### src/rtl/match_tally.sv
module match_tally #(
  parameter int WIDTH = 3
) (
  input  logic             clk,
  input  logic             rst,
  input  logic             clr,
  input  logic             bit_a,
  input  logic             bit_b,
  output logic [WIDTH-1:0] tally,
  output logic             sat_flag
);
  localparam logic [WIDTH-1:0] TOP = {WIDTH{1'b1}};

  logic same;
  logic at_top;

  assign same   = (bit_a == bit_b);
  assign at_top = (tally == TOP);

  always_ff @(posedge clk) begin
    if (rst) begin
      tally    <= '0;
      sat_flag <= 1'b0;
    end else if (clr) begin
      tally    <= '0;
      sat_flag <= 1'b0;
    end else if (same) begin
      if (at_top) sat_flag <= 1'b1;
      else        tally    <= tally + 1'b1;
    end
  end


  rst_zero_chk: assert property (@(posedge clk) rst |=> (tally == '0 && !sat_flag));

  clr_zero_chk: assert property (@(posedge clk) disable iff (rst) clr |=> (tally == '0 && !sat_flag));

  hold_chk: assert property (@(posedge clk) disable iff (rst)
    (!clr && bit_a != bit_b) |=> ($stable(tally) && $stable(sat_flag)));

  step_chk: assert property (@(posedge clk) disable iff (rst)
    (!clr && bit_a == bit_b && tally != TOP) |=> (tally == $past(tally) + 1'b1));

  cap_chk: assert property (@(posedge clk) disable iff (rst)
    (!clr && bit_a == bit_b && tally == TOP) |=> (tally == TOP && sat_flag));

  sticky_chk: assert property (@(posedge clk) disable iff (rst)
    (sat_flag && !clr) |=> sat_flag);

  flag_src_chk: assert property (@(posedge clk) disable iff (rst)
    $rose(sat_flag) |-> ($past(tally) == TOP));
endmodule

### config.mk
export PLATFORM = sky130hd
export DESIGN_NAME = match_tally
export DESIGN_NICKNAME = d
export VERILOG_FILES = /design/src/rtl/match_tally.sv
export SDC_FILE = /design/constraint.sdc
export NUM_CORES = 1
export LEC_CHECK = 0
export BUFFER_PORTS_ARGS = -buffer_cell sky130_fd_sc_hd__buf_2
export CAP_MARGIN = 20
export CORE_AREA = 3 3 40 42
export CTS_CLUSTER_SIZE = 10
export DETAILED_ROUTE_END_ITERATION = 10
export DIE_AREA = 0 0 43 45
export GPL_ROUTABILITY_DRIVEN = 0
export SETUP_SLACK_MARGIN = 0.02
export SLEW_MARGIN = 20
export SYNTH_ARGS = -nofsm -noshare
export SYNTH_HDL_FRONTEND = slang
export SYNTH_SLANG_ARGS = --single-unit
### constraint.sdc
create_clock -name clk -period 1.3 [get_ports clk]
set_input_delay 0.26 -clock clk [delete_from_list [all_inputs] [get_ports clk]]
set_output_delay 0.26 -clock clk [all_outputs]
set_load 0.01 [all_outputs]
==> summary by stage <==
Status
The flow ran to the end, and the final reports show no timing, DRC or antenna violations.

Worst setup path
The slack of the worst reg-to-reg path is 0.1 ns. STA puts the critical path data arrival time at 1.36 ns. By startpoint and endpoint, the worst setup path is classified as reg2reg. The largest fanout of any net on the critical path is 3. The worst setup path startpoint is tally[0]. The worst setup path is launched from a register. The largest stage delay on the critical path is 0.34 ns.

STA classifies the critical path endpoint as a register. The most repeated library cell on the critical path is ha_2. For the worst flop-to-flop path, the logic depth is 4. For this design, the slowest cell found on the critical path is or3_1. The required time reported for the critical path endpoint is 1.46 ns. In this run the critical register-to-register path is captured at tally[0]. Traced cell by cell, the critical path runs through ha_2 -> ha_2 -> or3_1 -> a21boi_1. The beginning of the worst register-to-register path is tally[0].

Logic synthesis
Counting flops and latches in the post-synthesis netlist gives 4. The number of different library cells used by synthesis comes to 13. The cell area that synthesis handed to floorplanning was 193 sq um. During synthesis, Yosys emitted a total of 0 warnings.

The mean cell area of the mapped netlist is 9.63 sq um. The share of the Yosys chip area taken by registers is 41.6%. The post-synthesis net count is 27. The synthesized instance count is 20.

Timing
The final setup skew is 0.00500 ns. Setup violations remaining at the end of the flow were counted as 0. Static timing analysis puts the maximum clock frequency at 0.833 GHz. The transition time at the pin with the least slew margin is 0.391 ns. The headroom to the max-slew limit is 73.8%. The number of max-slew violations in the final report is 0. For the final routed database, the setup TNS stands at 0 ns. The total count of hold-check failures in the final report is 0. Setup repair after global routing left no endpoint under its margin. After layout, the minimum clock period comes to 1.20 ns. The share of the cycle needed by the critical path after routing is 92.3%.

Pwr
Summed over all nets, the switching power comes to 0.0694 mW. In this run the power density over the cells is 1070 mW/mm^2. Combinational logic burns 10.5% of the power.

The worst voltage drop across the vdd grid is 0.000329 V. The standby leakage power is 0.132 nW. Per report_power, the sequential group accounts for 40.6% of the total. Net switching is 22.1% of the power.

Internal power comes to 0.245 mW. In this run, the clock network consumes 48.8% of the power.

Routing
The routed length per instance is 8.29 um. For this block, the initial DRC count from the detailed router was 2. The final layout contains routed wiring with a total length of 398 um.

The routed layout has 192 vias. After detailed routing, the number of remaining DRC violations is 0. The first-pass iteration count of the detailed router is 2. The average vias per placed instance is 4.00.

The count of nets left with antenna violations after detail routing is 0.

Floorplan
The starting density of the core is 15.0%. In this run the core area contains 13 standard-cell rows. The total area inside the core boundary comes to 0.00128 sq mm. In this run the horizontal extent of the chip is 43 um. The die is 45 um tall. In this run the count of I/O pins placed on the die edge is 9. The floorplan step defined a die boundary enclosing 0.00194 sq mm.

Clocking
The number of clock buffers added by TritonCTS is 3. The clock passes through at most 2 buffers. The later pin in the worst-skew pair is clocked with a latency of 0.24 ns.

The count of hold buffers inserted by post-cts repair is 0. The TritonCTS clock tree is yes. CTS built an H-tree with a depth of 1.

In this run the clock root is driven by a clkbuf_4. CTS saw 4 sinks. The clock slew seen by the registers of the worst setup and hold paths is 0.04 ns.

Global route
The first global-routing pass estimated 717 um of wire. For this run the aggregate overflow at the end of global routing stands at 0. The number of antenna violations at the first check in global routing is 0. The via count of the first global-routing pass is 184. The largest net degree at the start of global routing is 7. The met3 capacity usage during global routing is 3.98%. Global routing used 6.29% of the available met2 tracks. For this run, global-route usage on met1 was measured as 6.30%.

The global routing usage summed across all routing layers is 5.50%. met1 is the most crowded layer.

Min path
In this run the most critical hold path is launched from rst. For hold timing, the worst endpoint is sat_flag. The type of the tightest min-delay check is in2reg.

The number of cells on the worst hold path is 2.

Layout
The final-layout fill cell count is 137. The area occupied by multi-input gates is 118 sq um. The diode insertion count for antenna repair is 0. The area of all sequential standard cells is 80.1 sq um. The final layout net count is 42. For this run, the share of the core covered by cells in the final layout is 22.9%.

Of the cells placed in the final design, the portion with a size suffix greater than 1 is 45.5%. The signed area change from the synthesized netlist to the final layout is 52.6%.

Job
The number of max-capacitance violations reported is 0.

Placement
The number of buffers added on ports is 8.
cell usage in the layout (no fill, tap or decap):
cell	instances
buf_4	2
a21boi_1	1
nand2_1	2
clkbuf_4	3
o31ai_1	2
a21oi_1	1
dfxtp_1	4
buf_2	8
o211ai_1	2
nor2_1	1
nor3_1	1
xnor2_1	1
o21ai_0	1
or3_1	1
xor2_1	1
ha_2	2
layer usage:
| layer | part of all wire (%) | routed length (um) |
|---|---|---|
| met3 | 14 | 57 |
| met1 | 47 | 189 |
| met5 | 0 | 0 |
| met2 | 36 | 142 |
| met4 | 2.3 | 9 |
logic make-up (layout without fill, tap and decap cells):
| logic type | count (synthesis) | count (layout) | synth area share, % |
|---|---|---|---|
| AO/OA/AOI/OAI | 7 | 7 | 24.7 |
| XOR/XNOR | 2 | 2 | 9.09 |
| adder cells (fa/ha/maj) | 2 | 2 | 13.0 |
| buffers and inverters | 0 | 13 | 0 |
| flip-flops | 4 | 4 | 41.6 |
| AND/OR/NAND/NOR | 5 | 5 | 11.7 |
power by group through the flow:
stage | registers, mW | clock network [mW] | logic [mW]
finish | 0.128 | 0.154 | 0.0331
floorplan | 0.131 | 0 | 0.0150
global route | 0.128 | 0.164 | 0.0384
global placement | 0.129 | 0 | 0.0333
detailed placement | 0.130 | 0 | 0.0331
CTS | 0.128 | 0.159 | 0.0332
how the worst max path moves through the flow:
stage                          end  slack, ns  depth (start not counted)
after CTS                 tally[0]       0.05                          4
after detailed placement  tally[0]       0.06                          4
after global routing      tally[0]       0.02                          4
after global placement    tally[0]       0.07                          4
final                     tally[0]        0.1                          4
after floorplan           tally[0]       0.04                          4
worst max-delay path, delay by kind of cell, from the launching register on:
| kind | cells | cell delay, ns |
|---|---|---|
| fa+ha+maj | 2 | 0.35 |
| compound gates | 1 | 0.13 |
| simple gates | 1 | 0.34 |
| flops | 1 | 0.31 |
cells in the mapped netlist:
cell type | number | area (sq um)
o31ai_1 | 2 | 15.0
nand2_1 | 2 | 7.51
ha_1 | 2 | 25.0
xnor2_1 | 1 | 8.76
nor2_1 | 1 | 3.75
o211ai_1 | 2 | 15.0
a21oi_1 | 1 | 5.00
or3_1 | 1 | 6.26
o21ai_0 | 1 | 5.00
nor3_1 | 1 | 5.00
xor2_1 | 1 | 8.76
a21boi_1 | 1 | 7.51
dfxtp_1 | 4 | 80.1
what timing repair did:
action / CTS / global route
setup endpoints to repair: 0 / 2
resized for setup: 0 / 1
buffers inserted: 0 / 0
through the flow:
| step | hold WS (ns) | power (mW) | cells | setup WS [ns] | cell area (sq um) |
|---|---|---|---|---|---|
| floorplan | 0.337 | 0.146 | 20 | 0.0380 | 195 |
| global placement | 0.436 | 0.163 | 45 | 0.0717 | 269 |
| detailed placement | 0.446 | 0.163 | 45 | 0.0591 | 269 |
| CTS | 0.193 | 0.319 | 48 | 0.0464 | 292 |
| global route | 0.209 | 0.331 | 48 | 0.0214 | 294 |
| finish | 0.198 | 0.314 | 48 | 0.0997 | 294 |
state kept, by name (all words and copies together) (netlist names):
name,flops
tally,3
sat_flag,1
area by class of cell:
type	count	share of cell area (%)
clock buffers	3	7.66
multi-input cells	16	40.0
flip-flops and latches	4	27.2
repair buffers	10	18.7
well taps	15	6.38
No activity file was read; power rests on OpenSTA's default activity.
